File: config.mk
export PLATFORM = sky130hd
export DESIGN_NAME = sdr_round_unit
export DESIGN_NICKNAME = d
export VERILOG_FILES = /design/src/rtl/sdr_pkg.sv /design/src/rtl/sdr_extra_eval.sv /design/src/rtl/sdr_sig_sign.sv /design/src/rtl/sdr_round_decide.sv /design/src/rtl/sdr_sd_incdec.sv /design/src/rtl/sdr_round_unit.sv
export SDC_FILE = /design/constraint.sdc
export NUM_CORES = 1
export LEC_CHECK = 0
export BUFFER_PORTS_ARGS = -buffer_cell sky130_fd_sc_hd__buf_2
export CORE_ASPECT_RATIO = 2
export CORE_MARGIN = 2
export CORE_UTILIZATION = 50
export CTS_BUF_LIST = sky130_fd_sc_hd__clkbuf_4
export CTS_CLUSTER_SIZE = 24
export DETAILED_ROUTE_END_ITERATION = 8
export PLACE_DENSITY = 0.75
export SLEW_MARGIN = 40
export SYNTH_ARGS = -nofsm -noshare
export SYNTH_HDL_FRONTEND = slang
export SYNTH_SLANG_ARGS = --single-unit
File: constraint.sdc
create_clock -name clk -period 0.8 [get_ports clk]
set_input_delay 0.16 -clock clk [delete_from_list [all_inputs] [get_ports clk]]
set_output_delay 0.16 -clock clk [all_outputs]
set_load 0.05 [all_outputs]
File: src/rtl/sdr_pkg.sv
package sdr_pkg;
  localparam int RADIX = 10;
  localparam int HALF  = RADIX * RADIX / 2;

  typedef enum logic [2:0] {
    MODE_CHOP      = 3'd0,
    MODE_ZERO      = 3'd1,
    MODE_UP        = 3'd2,
    MODE_DOWN      = 3'd3,
    MODE_NEAR_EVEN = 3'd4,
    MODE_NEAR_ODD  = 3'd5
  } rmode_e;

  typedef struct packed {
    logic up;
    logic dn;
  } adj_t;

  // Decision: one unit toward the side selected by mode and signs.
  function automatic adj_t pick_adjust(input logic [2:0] mode,
                                       input logic sig_pos, input logic sig_neg,
                                       input logic ext_pos, input logic ext_neg,
                                       input logic tie, input logic above,
                                       input logic last_odd);
    adj_t a;
    a = '0;
    case (mode)
      MODE_ZERO: begin
        a.dn = sig_pos & ext_neg;
        a.up = sig_neg & ext_pos;
      end
      MODE_UP:   a.up = ext_pos;
      MODE_DOWN: a.dn = ext_neg;
      MODE_NEAR_EVEN: if (above | (tie & last_odd)) begin
        a.up = ext_pos;
        a.dn = ext_neg;
      end
      MODE_NEAR_ODD: if (above | (tie & ~last_odd)) begin
        a.up = ext_pos;
        a.dn = ext_neg;
      end
      default: a = '0;
    endcase
    return a;
  endfunction
endpackage

File: src/rtl/sdr_extra_eval.sv
module sdr_extra_eval #(
  parameter int DW = 5
) (
  input  logic [DW-1:0] guard_d,
  input  logic [DW-1:0] round_d,
  output logic          ext_pos,
  output logic          ext_neg,
  output logic          ext_tie,
  output logic          ext_above
);
  int ext_val;
  int ext_mag;

  always_comb begin
    ext_val   = int'($signed(guard_d)) * sdr_pkg::RADIX + int'($signed(round_d));
    ext_mag   = (ext_val < 0) ? -ext_val : ext_val;
    ext_pos   = ext_val > 0;
    ext_neg   = ext_val < 0;
    ext_tie   = ext_mag == sdr_pkg::HALF;
    ext_above = ext_mag > sdr_pkg::HALF;
  end
endmodule

File: src/rtl/sdr_sig_sign.sv
module sdr_sig_sign #(
  parameter int NDIG = 6,
  parameter int DW   = 5
) (
  input  logic [NDIG*DW-1:0] sig,
  output logic               sig_pos,
  output logic               sig_neg,
  output logic               msd_zero,
  output logic               last_odd
);
  always_comb begin
    sig_pos = 1'b0;
    sig_neg = 1'b0;
    for (int i = 0; i < NDIG; i++) begin
      if (sig[i*DW +: DW] != '0) begin
        sig_neg = sig[i*DW + DW - 1];
        sig_pos = ~sig[i*DW + DW - 1];
      end
    end
    msd_zero = sig[(NDIG-1)*DW +: DW] == '0;
    last_odd = sig[0];
  end
endmodule

File: src/rtl/sdr_round_decide.sv
module sdr_round_decide (
  input  logic [2:0] mode,
  input  logic       sig_pos,
  input  logic       sig_neg,
  input  logic       ext_pos,
  input  logic       ext_neg,
  input  logic       ext_tie,
  input  logic       ext_above,
  input  logic       last_odd,
  output logic       adj_up,
  output logic       adj_dn
);
  sdr_pkg::adj_t adj;

  always_comb begin
    adj = sdr_pkg::pick_adjust(mode, sig_pos, sig_neg, ext_pos, ext_neg,
                               ext_tie, ext_above, last_odd);
    adj_up = adj.up;
    adj_dn = adj.dn;
  end
endmodule

File: src/rtl/sdr_sd_incdec.sv
module sdr_sd_incdec #(
  parameter int NDIG = 6,
  parameter int DW   = 5
) (
  input  logic [NDIG*DW-1:0] sig,
  input  logic               adj_up,
  input  logic               adj_dn,
  output logic [NDIG*DW-1:0] res,
  output logic               carry_out
);
  localparam int DMAX = sdr_pkg::RADIX - 1;

  // two-bit signed transfer between neighbouring digits
  logic [2*(NDIG+1)-1:0] xfer;

  assign xfer[1:0] = adj_up ? 2'b01 : (adj_dn ? 2'b11 : 2'b00);

  for (genvar gi = 0; gi < NDIG; gi++) begin : g_digit
    logic [1:0]    x_out;
    logic [DW-1:0] d_out;
    int            s;

    always_comb begin
      s = int'($signed(sig[gi*DW +: DW])) + int'($signed(xfer[gi*2 +: 2]));
      if (s > DMAX) begin
        s     = s - sdr_pkg::RADIX;
        x_out = 2'b01;
      end else if (s < -DMAX) begin
        s     = s + sdr_pkg::RADIX;
        x_out = 2'b11;
      end else begin
        x_out = 2'b00;
      end
      d_out = DW'(s);
    end

    assign xfer[(gi+1)*2 +: 2] = x_out;
    assign res[gi*DW +: DW]    = d_out;
  end

  assign carry_out = xfer[2*NDIG +: 2] != 2'b00;
endmodule

File: src/rtl/sdr_round_unit.sv
module sdr_round_unit #(
  parameter int NDIG = 6,
  parameter int DW   = 5
) (
  input  logic               clk,
  input  logic               rst_n,
  input  logic               in_valid,
  input  logic [NDIG*DW-1:0] in_sig,
  input  logic [DW-1:0]      in_guard,
  input  logic [DW-1:0]      in_round,
  input  logic [2:0]         in_mode,
  output logic               out_valid,
  output logic [NDIG*DW-1:0] out_sig,
  output logic               out_renorm
);
  localparam int SIG_W = NDIG * DW;
  localparam int DMAX  = sdr_pkg::RADIX - 1;

  // named internal events
  logic ext_pos, ext_neg, ext_tie, ext_above;
  logic sig_pos, sig_neg, in_msd_zero, last_odd;
  logic adj_up, adj_dn, carry_out;
  logic [SIG_W-1:0] res_sig;
  logic res_msd_zero, renorm_d;

  sdr_extra_eval #(.DW(DW)) u_extra (
    .guard_d(in_guard), .round_d(in_round),
    .ext_pos(ext_pos), .ext_neg(ext_neg), .ext_tie(ext_tie), .ext_above(ext_above)
  );

  sdr_sig_sign #(.NDIG(NDIG), .DW(DW)) u_sign (
    .sig(in_sig), .sig_pos(sig_pos), .sig_neg(sig_neg),
    .msd_zero(in_msd_zero), .last_odd(last_odd)
  );

  sdr_round_decide u_decide (
    .mode(in_mode), .sig_pos(sig_pos), .sig_neg(sig_neg),
    .ext_pos(ext_pos), .ext_neg(ext_neg), .ext_tie(ext_tie), .ext_above(ext_above),
    .last_odd(last_odd), .adj_up(adj_up), .adj_dn(adj_dn)
  );

  sdr_sd_incdec #(.NDIG(NDIG), .DW(DW)) u_incdec (
    .sig(in_sig), .adj_up(adj_up), .adj_dn(adj_dn),
    .res(res_sig), .carry_out(carry_out)
  );

  assign res_msd_zero = res_sig[SIG_W-1 -: DW] == '0;
  assign renorm_d     = carry_out | (~in_msd_zero & res_msd_zero);

  always_ff @(posedge clk or negedge rst_n) begin
    if (!rst_n) begin
      out_valid  <= 1'b0;
      out_sig    <= '0;
      out_renorm <= 1'b0;
    end else begin
      out_valid <= in_valid;
      if (in_valid) begin
        out_sig    <= res_sig;
        out_renorm <= renorm_d;
      end
    end
  end

  function automatic bit digits_ok(input logic [SIG_W-1:0] v);
    for (int i = 0; i < NDIG; i++) begin
      if (int'($signed(v[i*DW +: DW])) > DMAX || int'($signed(v[i*DW +: DW])) < -DMAX)
        return 1'b0;
    end
    return 1'b1;
  endfunction

  AST_CHOP_PASS: assert property (@(posedge clk) disable iff (!rst_n)
    (in_valid && (in_mode == 3'd0 || in_mode > 3'd5)) |=> out_sig == $past(in_sig));
  AST_ZERO_NO_GROW: assert property (@(posedge clk) disable iff (!rst_n)
    (in_valid && in_mode == 3'd1 && sig_pos) |-> !adj_up);
  AST_UP_NEVER_DOWN: assert property (@(posedge clk) disable iff (!rst_n)
    (in_valid && in_mode == 3'd2) |-> !adj_dn);
  AST_DOWN_NEVER_UP: assert property (@(posedge clk) disable iff (!rst_n)
    (in_valid && in_mode == 3'd3) |-> !adj_up);
  AST_NEAR_BELOW_HALF: assert property (@(posedge clk) disable iff (!rst_n)
    (in_valid && (in_mode == 3'd4 || in_mode == 3'd5) && !ext_tie && !ext_above)
      |-> !adj_up && !adj_dn);
  AST_ONE_DIRECTION: assert property (@(posedge clk) disable iff (!rst_n)
    $onehot0({adj_up, adj_dn}));
  AST_DIGIT_RANGE: assert property (@(posedge clk) disable iff (!rst_n)
    out_valid |-> digits_ok(out_sig));
  AST_CARRY_FLAG: assert property (@(posedge clk) disable iff (!rst_n)
    (in_valid && carry_out) |=> out_renorm);
  AST_VALID_FOLLOWS: assert property (@(posedge clk) disable iff (!rst_n)
    in_valid |=> out_valid);
  AST_IDLE_HOLD: assert property (@(posedge clk) disable iff (!rst_n)
    !in_valid |=> !out_valid && $stable(out_sig) && $stable(out_renorm));
endmodule

==> run_summary.xml, run 1 <==
<?xml version="1.0" encoding="UTF-8"?>
<metrics>
  <group name="place">
    <metric name="preCtsSetupSlack" unit="ps">-12700</metric>
    <metric name="detailedPlacementHpwl" unit="mm">12.68</metric>
    <metric name="number_of_input_and_output_port_buffers_inserted" unit="">77</metric>
    <metric name="dpl-instance-area" unit="mm2">0.007390</metric>
    <metric name="routabilityCongestion" unit="">0.9349</metric>
  </group>
  <group name="synthesis">
    <metric name="synth_adder_area_share" unit="%">15.02</metric>
    <metric name="postSynthAreaPerCell" unit="um2">8.096</metric>
    <metric name="synthFlopType" unit="">sky130_fd_sc_hd__dfrtp_1</metric>
    <metric name="netlist_top_cells_area" unit="">sky130_fd_sc_hd__dfrtp_1 16%, sky130_fd_sc_hd__ha_1 13%, sky130_fd_sc_hd__mux2_2 5.6%</metric>
    <metric name="synth_compound_gate_area_share" unit="%">27.64</metric>
    <metric name="post-synth-top-area-fraction" unit="%">16.46</metric>
    <metric name="synth.yosys.warnings" unit="">0</metric>
    <metric name="synth.cell_area" unit="mm2">0.004866</metric>
    <metric name="synthCells" unit="">601</metric>
    <metric name="synthesis.nets" unit="">703</metric>
    <metric name="yosys_register_bits" unit="">32</metric>
    <metric name="synthSimpleGateAreaFrac" unit="%">23.01</metric>
    <metric name="synthDominantAreaCellType" unit="">sky130_fd_sc_hd__dfrtp_1</metric>
    <metric name="synth_enable_flop_cells" unit="">0</metric>
    <metric name="synth_xor_xnor_area_share" unit="%">6.094</metric>
    <metric name="synth_top_family_by_area" unit="">compound AO/OA/AOI/OAI gates</metric>
    <metric name="ys_seq_area_share" unit="%">16.46</metric>
    <metric name="synth-async-reset-ratio" unit="%">100.0</metric>
    <metric name="netlist-cell-type-count" unit="">91</metric>
    <metric name="synthMuxAreaShare" unit="%">6.994</metric>
  </group>
  <group name="floorplan">
    <metric name="dieHeight" unit="um">143.5</metric>
    <metric name="top_level_ports" unit="">78</metric>
    <metric name="dieWidth" unit="um">73.76</metric>
    <metric name="starting_utilization_of_the_core_area" unit="%">50.84</metric>
    <metric name="rows" unit="">51</metric>
  </group>
  <group name="clock_tree">
    <metric name="cts.sinks" unit="">32</metric>
    <metric name="cts_made_buffers" unit="">5</metric>
    <metric name="cts.root.buffer_cell" unit="">sky130_fd_sc_hd__clkbuf_4</metric>
    <metric name="ctsHtreeMaxLevel" unit="">2</metric>
    <metric name="clockBufferDepth" unit="">2</metric>
  </group>
  <group name="run_status">
    <metric name="run.stop_error" unit="">[ERROR GRT-0232] Routing congestion too high. Check the congestion heatmap in the GUI.</metric>
    <metric name="lastStage" unit="">global routing (5_1_grt)</metric>
    <metric name="run_status" unit="">did not finish</metric>
  </group>
  <group name="sta">
    <metric name="endpoint_type" unit="">register data pin</metric>
    <metric name="worstEndpointGrtRepair" unit="">out_sig[28]$_DFFE_PN0P_/D</metric>
  </group>
  <group name="grt">
    <metric name="grtUsageTotal" unit="%">67.31</metric>
    <metric name="globalRoute.totalOverflow" unit="">53</metric>
    <metric name="largest_net_degree_at_the_start_of_global_routing" unit="">33</metric>
  </group>
</metrics>
-- metrics by stage --
| stage | utilization [%] | instances | hold slack, ps |
|---|---|---|---|
| 2_1_floorplan | - | 601 | -135.6 |
| 3_3_place_gp | 77.20 | 993 | 122.5 |
| 3_5_place_dp | 77.20 | 993 | 124.0 |
| 4_1_cts | 87.96 | 1039 | 209.7 |
-- per-layer routing --
metal / GRT overflow / global-route usage, %
met4: 29 / 70.62
met2: 24 / 90.13
met1: 0 / 67.62
met3: 0 / 38.78
met5: 0 / 3.704
-- what timing repair did --
action                                 in CTS
gates resized for setup                   162
pin swaps                                  56
setup endpoints to repair                  63
gates cloned                                0
hold buffers                                1
buffers inserted                           40
endpoints found under the hold margin      32
-- cell families after synthesis --
group                    count (synthesis)
AND/OR/NAND/NOR                        202
AO/OA/AOI/OAI                          188
buffers and inverters                   59
adder cells (fa/ha/maj)                 56
XOR/XNOR                                33
flip-flops                              32
multiplexers                            31
-- synthesized netlist by cell type, drive strengths merged, types with 5 or more instances --
cell type	count
clkbuf	10
a211oi	5
o21bai	6
a21o	11
and3	7
mux2	24
nor2b	5
nand2	40
buf	6
dfrtp	32
nand2b	10
o31ai	5
mux2i	7
o22ai	8
a31oi	6
or2	7
and2	6
inv	43
nor4	17
xor2	7
o21ai	42
nor2	45
nor3	18
xnor2	26
or3	10
ha	52
a21oi	51
nand3	19
o211ai	7
==> run 2: changes to the inputs <==
--- a/config.mk
+++ b/config.mk
@@ -6,13 +6,10 @@
 export NUM_CORES = 1
 export LEC_CHECK = 0
 export BUFFER_PORTS_ARGS = -buffer_cell sky130_fd_sc_hd__buf_2
-export CORE_ASPECT_RATIO = 2
 export CORE_MARGIN = 2
-export CORE_UTILIZATION = 50
-export CTS_BUF_LIST = sky130_fd_sc_hd__clkbuf_4
-export CTS_CLUSTER_SIZE = 24
+export CORE_UTILIZATION = 35
 export DETAILED_ROUTE_END_ITERATION = 8
-export PLACE_DENSITY = 0.75
+export PLACE_DENSITY_LB_ADDON = 0.15
 export SLEW_MARGIN = 40
 export SYNTH_ARGS = -nofsm -noshare
 export SYNTH_HDL_FRONTEND = slang
==> constraint.sdc (replaced) <==
create_clock -name clk -period 1 [get_ports clk]
set_input_delay 0.2 -clock clk [delete_from_list [all_inputs] [get_ports clk]]
set_output_delay 0.2 -clock clk [all_outputs]
set_load 0.05 [all_outputs]
==> run 2 against run 1 <==
Net effect: the flow now finishes, with violations (negative setup slack); area after synthesis unchanged; synthesized cell count stayed put.
==> run_summary.xml, run 2 <==
<?xml version="1.0" encoding="UTF-8"?>
<metrics>
  <group name="clock_tree">
    <metric name="cts_made_buffers" unit="">5</metric>
    <metric name="ctsHtreeMaxLevel" unit="">2</metric>
    <metric name="cts.root.buffer_cell" unit="">sky130_fd_sc_hd__clkbuf_16</metric>
    <metric name="source_to_sink_clock_delay_at_the_later_pin_of_the_worst_skew_pair" unit="ps">280</metric>
    <metric name="clockBufferDepth" unit="">2</metric>
    <metric name="cts.sinks" unit="">32</metric>
    <metric name="clock_pin_slew_of_the_registers_on_the_worst_case_setup_and_hold_paths" unit="ps">60</metric>
    <metric name="cts_tree" unit="">done</metric>
  </group>
  <group name="sta">
    <metric name="setup_viol" unit="">63</metric>
    <metric name="setup_tns" unit="ps">-245570</metric>
    <metric name="tightestPinTransition" unit="ps">536.5</metric>
    <metric name="slew_viol_final" unit="">0</metric>
    <metric name="finalWorstSetupSlack" unit="ps">-12150</metric>
    <metric name="headroom_to_the_max_slew_limit" unit="%">63.85</metric>
    <metric name="final_period_minus_worst_setup_slack" unit="ps">13150</metric>
    <metric name="grt_setup_unrepaired" unit="">yes</metric>
    <metric name="final_worst_path_cycle_share" unit="%">1315</metric>
    <metric name="timing.final.hold_violations" unit="">0</metric>
    <metric name="max_freq" unit="GHz">0.07605</metric>
    <metric name="finClkSkew" unit="ps">0</metric>
  </group>
  <group name="detailed_routing">
    <metric name="detailedRoute.firstPassIterationCount" unit="">7</metric>
    <metric name="route.detailed.drc" unit="">0</metric>
    <metric name="first_iter_violations" unit="">290</metric>
    <metric name="route.final.wire_length" unit="mm">19.16</metric>
    <metric name="drt.antenna.violating_nets" unit="">0</metric>
    <metric name="via_count" unit="">6158</metric>
    <metric name="wire_per_inst" unit="um">16.63</metric>
    <metric name="avgViaCountPerCell" unit="">5.345</metric>
  </group>
  <group name="synthesis">
    <metric name="synth.yosys.warnings" unit="">0</metric>
    <metric name="postSynthAreaPerCell" unit="um2">8.096</metric>
    <metric name="synthDominantAreaCellType" unit="">sky130_fd_sc_hd__dfrtp_1</metric>
    <metric name="synthMostInstantiatedCell" unit="">sky130_fd_sc_hd__ha_1</metric>
    <metric name="synthFlopType" unit="">sky130_fd_sc_hd__dfrtp_1</metric>
    <metric name="synth.cells.most_frequent" unit="">52 x sky130_fd_sc_hd__ha_1, 47 x sky130_fd_sc_hd__a21oi_1, 44 x sky130_fd_sc_hd__nor2_1</metric>
    <metric name="yosys_register_bits" unit="">32</metric>
    <metric name="synthesis.nets" unit="">703</metric>
    <metric name="post-synth-top-area-fraction" unit="%">16.46</metric>
    <metric name="synth_enable_flop_cells" unit="">0</metric>
    <metric name="ys_seq_area_share" unit="%">16.46</metric>
    <metric name="synth-async-reset-ratio" unit="%">100.0</metric>
    <metric name="synthCells" unit="">601</metric>
    <metric name="synth.cell_area" unit="mm2">0.004866</metric>
    <metric name="netlist-cell-type-count" unit="">91</metric>
    <metric name="netlist_top_cells_area" unit="">sky130_fd_sc_hd__dfrtp_1 16%, sky130_fd_sc_hd__ha_1 13%, sky130_fd_sc_hd__mux2_2 5.6%</metric>
  </group>
  <group name="finish">
    <metric name="most-common-layout-cells" unit="">271 x sky130_fd_sc_hd__buf_4, 58 x sky130_fd_sc_hd__buf_6, 43 x sky130_fd_sc_hd__buf_2</metric>
    <metric name="largest_reg_flops" unit="">30</metric>
    <metric name="final_common_cell" unit="">sky130_fd_sc_hd__buf_4</metric>
    <metric name="max_flop_register" unit="">out_sig</metric>
    <metric name="layout_top_registers" unit="">out_sig x30, out_renorm x1, out_valid x1</metric>
    <metric name="diodes" unit="">0</metric>
    <metric name="layout.area.seq" unit="um2">800.8</metric>
    <metric name="combined_area_of_the_multi_input_logic_cells" unit="mm2">0.004954</metric>
    <metric name="area.growth.synth_to_final" unit="%">92.08</metric>
    <metric name="share_of_layout_cells_above_drive_strength_1" unit="%">60.91</metric>
    <metric name="num-fill-cells" unit="">1057</metric>
    <metric name="final_design_area_no_fill" unit="mm2">0.009346</metric>
    <metric name="nets" unit="">1073</metric>
  </group>
  <group name="place">
    <metric name="number_of_input_and_output_port_buffers_inserted" unit="">77</metric>
    <metric name="preCtsSetupSlack" unit="ps">-12370</metric>
    <metric name="dpl-instance-area" unit="mm2">0.007495</metric>
    <metric name="detailedPlacementHpwl" unit="mm">12.75</metric>
    <metric name="routabilityCongestion" unit="">0.8990</metric>
  </group>
  <group name="floorplan">
    <metric name="dieWidth" unit="um">121.9</metric>
    <metric name="top_level_ports" unit="">78</metric>
    <metric name="rows" unit="">43</metric>
    <metric name="dieHeight" unit="um">121.9</metric>
    <metric name="placeableCoreArea" unit="mm2">0.01372</metric>
    <metric name="fp.dieArea" unit="mm2">0.01486</metric>
    <metric name="starting_utilization_of_the_core_area" unit="%">35.47</metric>
  </group>
  <group name="grt">
    <metric name="largest_net_degree_at_the_start_of_global_routing" unit="">33</metric>
    <metric name="grtUsageTotal" unit="%">25.59</metric>
    <metric name="antenna_found_initial" unit="">0</metric>
    <metric name="via_count_of_the_first_global_routing_pass" unit="">6401</metric>
    <metric name="globalRoute.totalOverflow" unit="">0</metric>
    <metric name="wire_length_of_the_first_global_routing_pass" unit="mm">30.60</metric>
  </group>
  <group name="power">
    <metric name="power_density" unit="mW/mm2">2834</metric>
    <metric name="power.static_leakage" unit="nW">4.310</metric>
    <metric name="totalPowerFinal" unit="W">0.02649</metric>
    <metric name="power.ir.vdd_worst" unit="V">0.001530</metric>
  </group>
  <group name="worst_setup_path">
    <metric name="start_kind" unit="">input pin</metric>
    <metric name="critical_path_s_slowest_cell" unit="">sky130_fd_sc_hd__or4_4</metric>
    <metric name="critPathCaptureType" unit="">register</metric>
    <metric name="critical-path-top-cell-by-count" unit="">sky130_fd_sc_hd__buf_4</metric>
    <metric name="cp_data_arrival_time" unit="ps">13330</metric>
    <metric name="worst-path-max-fanout" unit="">7</metric>
    <metric name="critical-path-max-stage-delay" unit="ps">570</metric>
    <metric name="worst-setup-path-type" unit="">input pin to register</metric>
    <metric name="worstPathRequired" unit="ps">1180</metric>
  </group>
  <group name="min_path">
    <metric name="hold_class" unit="">input pin to register</metric>
  </group>
  <group name="run_status">
    <metric name="run_status" unit="">complete, but fails checks</metric>
    <metric name="violations" unit="">negative setup slack</metric>
  </group>
  <group name="flow_run">
    <metric name="max_cap_viol_count" unit="">0</metric>
  </group>
</metrics>
## run 2: cell counts after synthesis
Identical to the previous run, type by type.
## run 2: kinds of logic (layout without fill, tap and decap cells)
| family | count (synthesis) | count (layout) | synth area share, % |
|---|---|---|---|
| xor+xnor | 33 | 33 | 6.094 |
| compound gates | 188 | 188 | 27.64 |
| mux | 31 | 31 | 6.994 |
| simple gates | 202 | 202 | 23.01 |
| fa+ha+maj | 56 | 56 | 15.02 |
| buf+inv | 59 | 430 | 4.783 |
| flops | 32 | 32 | 16.46 |
## run 2: path summary, 6_finish.rpt
check	cells after the start	startpoint	endpoint	slack [ps]
min reg2reg	2	out_sig[19]	out_sig[19]	540
min	2	in_valid	out_valid	280
max reg2reg	3	out_sig[10]	out_sig[10]	-30
min in group asynchronous	3	rst_n	out_sig[23]	400
max	76	in_guard[3]	out_sig[23]	-12150
max in group asynchronous	3	rst_n	out_sig[3]	400
## run 2: cell type report
type                            count  share of cell area [%]
Clock buffer                        7                   1.633
Multi-Input combinational cell    510                   53.00
Clock inverter                      1                  0.3213
Tap cell                          180                   2.410
Inverter                           43                   1.780
Timing Repair Buffer              379                   32.29
Sequential cell                    32                   8.568
## run 2: what timing repair did
action | 4_1_cts | 5_1_grt
hold buffers | 1 | 0
gates resized for setup | 159 | 84
endpoints found under the setup margin | 63 | 63
hold endpoints to repair | 32 | 0
buffers inserted | 95 | 36
pin swaps | 84 | 92
## run 2: per-stage QoR
stage	hold WS, ps	instances	util (%)
finish	283.3	1152	68.13
global route	285.1	1152	68.13
CTS	279.2	1165	66.00
detailed placement	189.3	1067	54.63
global placement	175.1	1067	54.63
floorplan	-95.59	601	-
## run 2: routing by layer
layer	GRT usage (%)	vias to the layer above	share of wire (%)
met2	47.21	151	53
li1	-	2980	-
met3	3.699	31	3.2
met4	8.764	0	2.0
met5	0	-	0
met1	30.07	2996	42
## run 2: critical path: cells and delay by family
kind,cells,cell delay (ps)
and+or+nand+nor,17,3390
xor gates and xnor gates,2,220
muxes,2,410
buffers and inverters,19,2190
AOI/OAI and AO/OA,22,3600
adders and majority gates,14,3320
## run 2: report_power, final
group	switching [W]	internal [W]	total, W
Combinational	0.0108	0.0114	0.0221
Clock	0.000649	0.00131	0.00196
Sequential	0.000478	0.00191	0.00239
Power figures use the tool's default switching activity.
==> run 3: changes to the inputs <==
--- a/config.mk
+++ b/config.mk
@@ -7,7 +7,8 @@
 export LEC_CHECK = 0
 export BUFFER_PORTS_ARGS = -buffer_cell sky130_fd_sc_hd__buf_2
 export CORE_MARGIN = 2
-export CORE_UTILIZATION = 35
+export CORE_UTILIZATION = 45
+export CTS_BUF_LIST = sky130_fd_sc_hd__clkbuf_8
 export DETAILED_ROUTE_END_ITERATION = 8
 export PLACE_DENSITY_LB_ADDON = 0.15
 export SLEW_MARGIN = 40
==> run 3 against run 2 <==
Net effect: the flow still finishes with violations (negative setup slack); critical path depth rose by 2; fmax shrank 8.1%; clock power is 38% lower; sequential power increased by 4%; wire length rose by 41%; largest power group unchanged.
==> run_summary.xml, run 3 (synthesis gave the netlist of run 2 again) <==
<?xml version="1.0" encoding="UTF-8"?>
<metrics>
  <group name="run_status">
    <metric name="run_status" unit="">complete, but fails checks</metric>
    <metric name="violations" unit="">negative setup slack</metric>
  </group>
  <group name="detailed_routing">
    <metric name="route.final.wire_length" unit="mm">26.96</metric>
    <metric name="wire_per_inst" unit="um">24.03</metric>
    <metric name="route.detailed.drc" unit="">0</metric>
    <metric name="avgViaCountPerCell" unit="">6.561</metric>
    <metric name="first_iter_violations" unit="">783</metric>
    <metric name="via_count" unit="">7362</metric>
    <metric name="detailedRoute.firstPassIterationCount" unit="">8</metric>
    <metric name="drt.antenna.violating_nets" unit="">0</metric>
  </group>
  <group name="grt">
    <metric name="largest_net_degree_at_the_start_of_global_routing" unit="">33</metric>
    <metric name="wire_length_of_the_first_global_routing_pass" unit="mm">31.49</metric>
    <metric name="antenna_found_initial" unit="">0</metric>
    <metric name="met1_usage" unit="%">36.02</metric>
    <metric name="grtUsageTotal" unit="%">33.94</metric>
    <metric name="gr-usage-met2" unit="%">63.97</metric>
    <metric name="globalRoute.totalOverflow" unit="">0</metric>
    <metric name="gr-usage-met3" unit="%">4.641</metric>
    <metric name="global_route.peak_usage_layer" unit="">met2</metric>
    <metric name="via_count_of_the_first_global_routing_pass" unit="">6666</metric>
  </group>
  <group name="finish">
    <metric name="final_common_cell" unit="">sky130_fd_sc_hd__buf_4</metric>
    <metric name="share_of_layout_cells_above_drive_strength_1" unit="%">61.46</metric>
    <metric name="largest_reg_flops" unit="">30</metric>
    <metric name="final_design_area_no_fill" unit="mm2">0.009393</metric>
    <metric name="most-common-layout-cells" unit="">258 x sky130_fd_sc_hd__buf_4, 88 x sky130_fd_sc_hd__buf_6, 43 x sky130_fd_sc_hd__buf_2</metric>
    <metric name="fin_cells" unit="">1122</metric>
    <metric name="final_core_utilization" unit="%">90.17</metric>
    <metric name="layout_top_registers" unit="">out_sig x30, out_renorm x1, out_valid x1</metric>
    <metric name="num-fill-cells" unit="">405</metric>
    <metric name="layout.area.seq" unit="um2">800.8</metric>
    <metric name="diodes" unit="">0</metric>
    <metric name="area.growth.synth_to_final" unit="%">93.03</metric>
    <metric name="max_flop_register" unit="">out_sig</metric>
    <metric name="combined_area_of_the_multi_input_logic_cells" unit="mm2">0.004966</metric>
    <metric name="nets" unit="">1087</metric>
  </group>
  <group name="sta">
    <metric name="final_worst_path_cycle_share" unit="%">1430</metric>
    <metric name="slew_viol_final" unit="">0</metric>
    <metric name="finalWorstSetupSlack" unit="ps">-13300</metric>
    <metric name="grt_setup_unrepaired" unit="">yes</metric>
    <metric name="finClkSkew" unit="ps">0</metric>
    <metric name="setup_viol" unit="">63</metric>
    <metric name="setup_tns" unit="ps">-269800</metric>
    <metric name="tightestPinTransition" unit="ps">555.0</metric>
    <metric name="final_period_minus_worst_setup_slack" unit="ps">14300</metric>
    <metric name="fin_worst_hold_slack" unit="ps">331.8</metric>
    <metric name="timing.final.hold_violations" unit="">0</metric>
    <metric name="headroom_to_the_max_slew_limit" unit="%">62.72</metric>
    <metric name="max_freq" unit="GHz">0.06992</metric>
  </group>
  <group name="power">
    <metric name="power.ir.vdd_worst" unit="V">0.002396</metric>
    <metric name="pwr-share-clk" unit="%">4.4</metric>
    <metric name="total_switching_power" unit="W">0.01315</metric>
    <metric name="power.combinational.fraction" unit="%">86.5</metric>
    <metric name="swShare" unit="%">48.00</metric>
    <metric name="power.sequential.fraction" unit="%">9.0</metric>
    <metric name="power.static_leakage" unit="nW">4.388</metric>
    <metric name="power_report.internal_total" unit="W">0.01424</metric>
    <metric name="power_density" unit="mW/mm2">2916</metric>
  </group>
  <group name="place">
    <metric name="number_of_input_and_output_port_buffers_inserted" unit="">77</metric>
    <metric name="place_inst" unit="">1020</metric>
    <metric name="routabilityCongestion" unit="">0.9800</metric>
    <metric name="detailedPlacementHpwl" unit="mm">12.61</metric>
    <metric name="dpl-instance-area" unit="mm2">0.007405</metric>
  </group>
  <group name="worst_setup_path">
    <metric name="critical-path-max-stage-delay" unit="ps">460</metric>
    <metric name="cp_data_arrival_time" unit="ps">14530</metric>
    <metric name="critical-path-top-cell-by-count" unit="">sky130_fd_sc_hd__ha_4</metric>
    <metric name="worst-setup-path-type" unit="">input pin to register</metric>
    <metric name="worstPathRequired" unit="ps">1230</metric>
    <metric name="critPathCaptureType" unit="">register</metric>
    <metric name="worst-path-max-fanout" unit="">7</metric>
    <metric name="critical_path_s_slowest_cell" unit="">sky130_fd_sc_hd__fa_2</metric>
    <metric name="start_kind" unit="">input pin</metric>
  </group>
  <group name="clock_tree">
    <metric name="clock_pin_slew_of_the_registers_on_the_worst_case_setup_and_hold_paths" unit="ps">100</metric>
    <metric name="cts.sinks" unit="">32</metric>
    <metric name="cts_made_buffers" unit="">5</metric>
    <metric name="cts.root.buffer_cell" unit="">sky130_fd_sc_hd__clkbuf_8</metric>
    <metric name="clockBufferDepth" unit="">2</metric>
    <metric name="source_to_sink_clock_delay_at_the_later_pin_of_the_worst_skew_pair" unit="ps">340</metric>
    <metric name="cts_tree" unit="">done</metric>
    <metric name="ctsHtreeMaxLevel" unit="">2</metric>
  </group>
  <group name="flow_run">
    <metric name="max_cap_viol_count" unit="">0</metric>
  </group>
  <group name="floorplan">
    <metric name="rows" unit="">37</metric>
    <metric name="top_level_ports" unit="">78</metric>
    <metric name="fp.dieArea" unit="mm2">0.01166</metric>
    <metric name="dieWidth" unit="um">108.0</metric>
    <metric name="dieHeight" unit="um">108.0</metric>
    <metric name="starting_utilization_of_the_core_area" unit="%">46.71</metric>
    <metric name="placeableCoreArea" unit="mm2">0.01042</metric>
  </group>
  <group name="min_path">
    <metric name="hold_class" unit="">input pin to register</metric>
  </group>
</metrics>
[run 3: changes by cell type in the layout (fill, tap and decap cells not counted), moves of 4 or more]
cell | previous run | this run
sky130_fd_sc_hd__o21ai_2 | 6 | 10
sky130_fd_sc_hd__buf_6 | 58 | 88
sky130_fd_sc_hd__buf_4 | 271 | 258
sky130_fd_sc_hd__nor4_2 | 3 | 8
sky130_fd_sc_hd__o21ai_0 | 21 | 17
sky130_fd_sc_hd__clkbuf_16 | 5 | 0
sky130_fd_sc_hd__ha_4 | 21 | 17
[run 3: what timing repair did]
action / 4_1_cts / 5_1_grt
hold buffers: 1 / 0
buffers inserted: 69 / 60
endpoints found under the setup margin: 63 / 63
endpoints found under the hold margin: 32 / 0
pin swaps: 37 / 71
gates resized for setup: 184 / 108
gates cloned: 0 / 0
[run 3: final timing paths]
path                             start          end  slack [ps]  depth (start not counted)
min in group asynchronous        rst_n   out_renorm         390                          3
min reg2reg                 out_sig[7]   out_sig[7]         550                          1
max in group asynchronous        rst_n  out_sig[15]         380                          3
max reg2reg                out_sig[12]  out_sig[12]         -10                          3
min                           in_valid  out_sig[19]         330                          4
max                        in_guard[0]  out_sig[28]      -13300                         78
[run 3: layout make-up]
cell class	instances	area share (%)
timing repair buffer	393	34.10
sequential	32	8.525
inverter	43	1.745
clock inverter	3	0.2131
tap	136	1.812
clock buffer	5	0.7326
multi-input combinational	510	52.87
[run 3: routing by layer]
layer  wire length (um)  share of wire [%]  vias up
li1                   -                  -     3015
met1               8717                 32     3448
met2              12720                 47      596
met3               2671                9.9      303
met4               2852                 11        0
met5                  0                  0        -
[run 3: power groups by stage]
stage | sequential, W | clock (W) | combinational [W]
2_1_floorplan | 0.00424 | 0 | 0.00820
3_3_place_gp | 0.00225 | 0 | 0.0155
3_5_place_dp | 0.00228 | 0 | 0.0160
4_1_cts | 0.00238 | 0.00111 | 0.0193
5_1_grt | 0.00249 | 0.00122 | 0.0247
6_report | 0.00248 | 0.00121 | 0.0237
[run 3: critical path: cells and delay by family]
| family | cells | cell delay (ps) |
|---|---|---|
| compound gates | 23 | 4640 |
| xor+xnor | 3 | 750 |
| fa+ha+maj | 13 | 3120 |
| buf+inv | 11 | 1230 |
| mux | 1 | 280 |
| simple gates | 27 | 4260 |
[run 3: through the flow]
stage | total power [W] | setup WS, ps
after floorplan | 0.01244 | -12220
after global placement | 0.01775 | -12040
after detailed placement | 0.01828 | -12610
after CTS | 0.02275 | -11800
after global routing | 0.02837 | -13590
final | 0.02739 | -13300
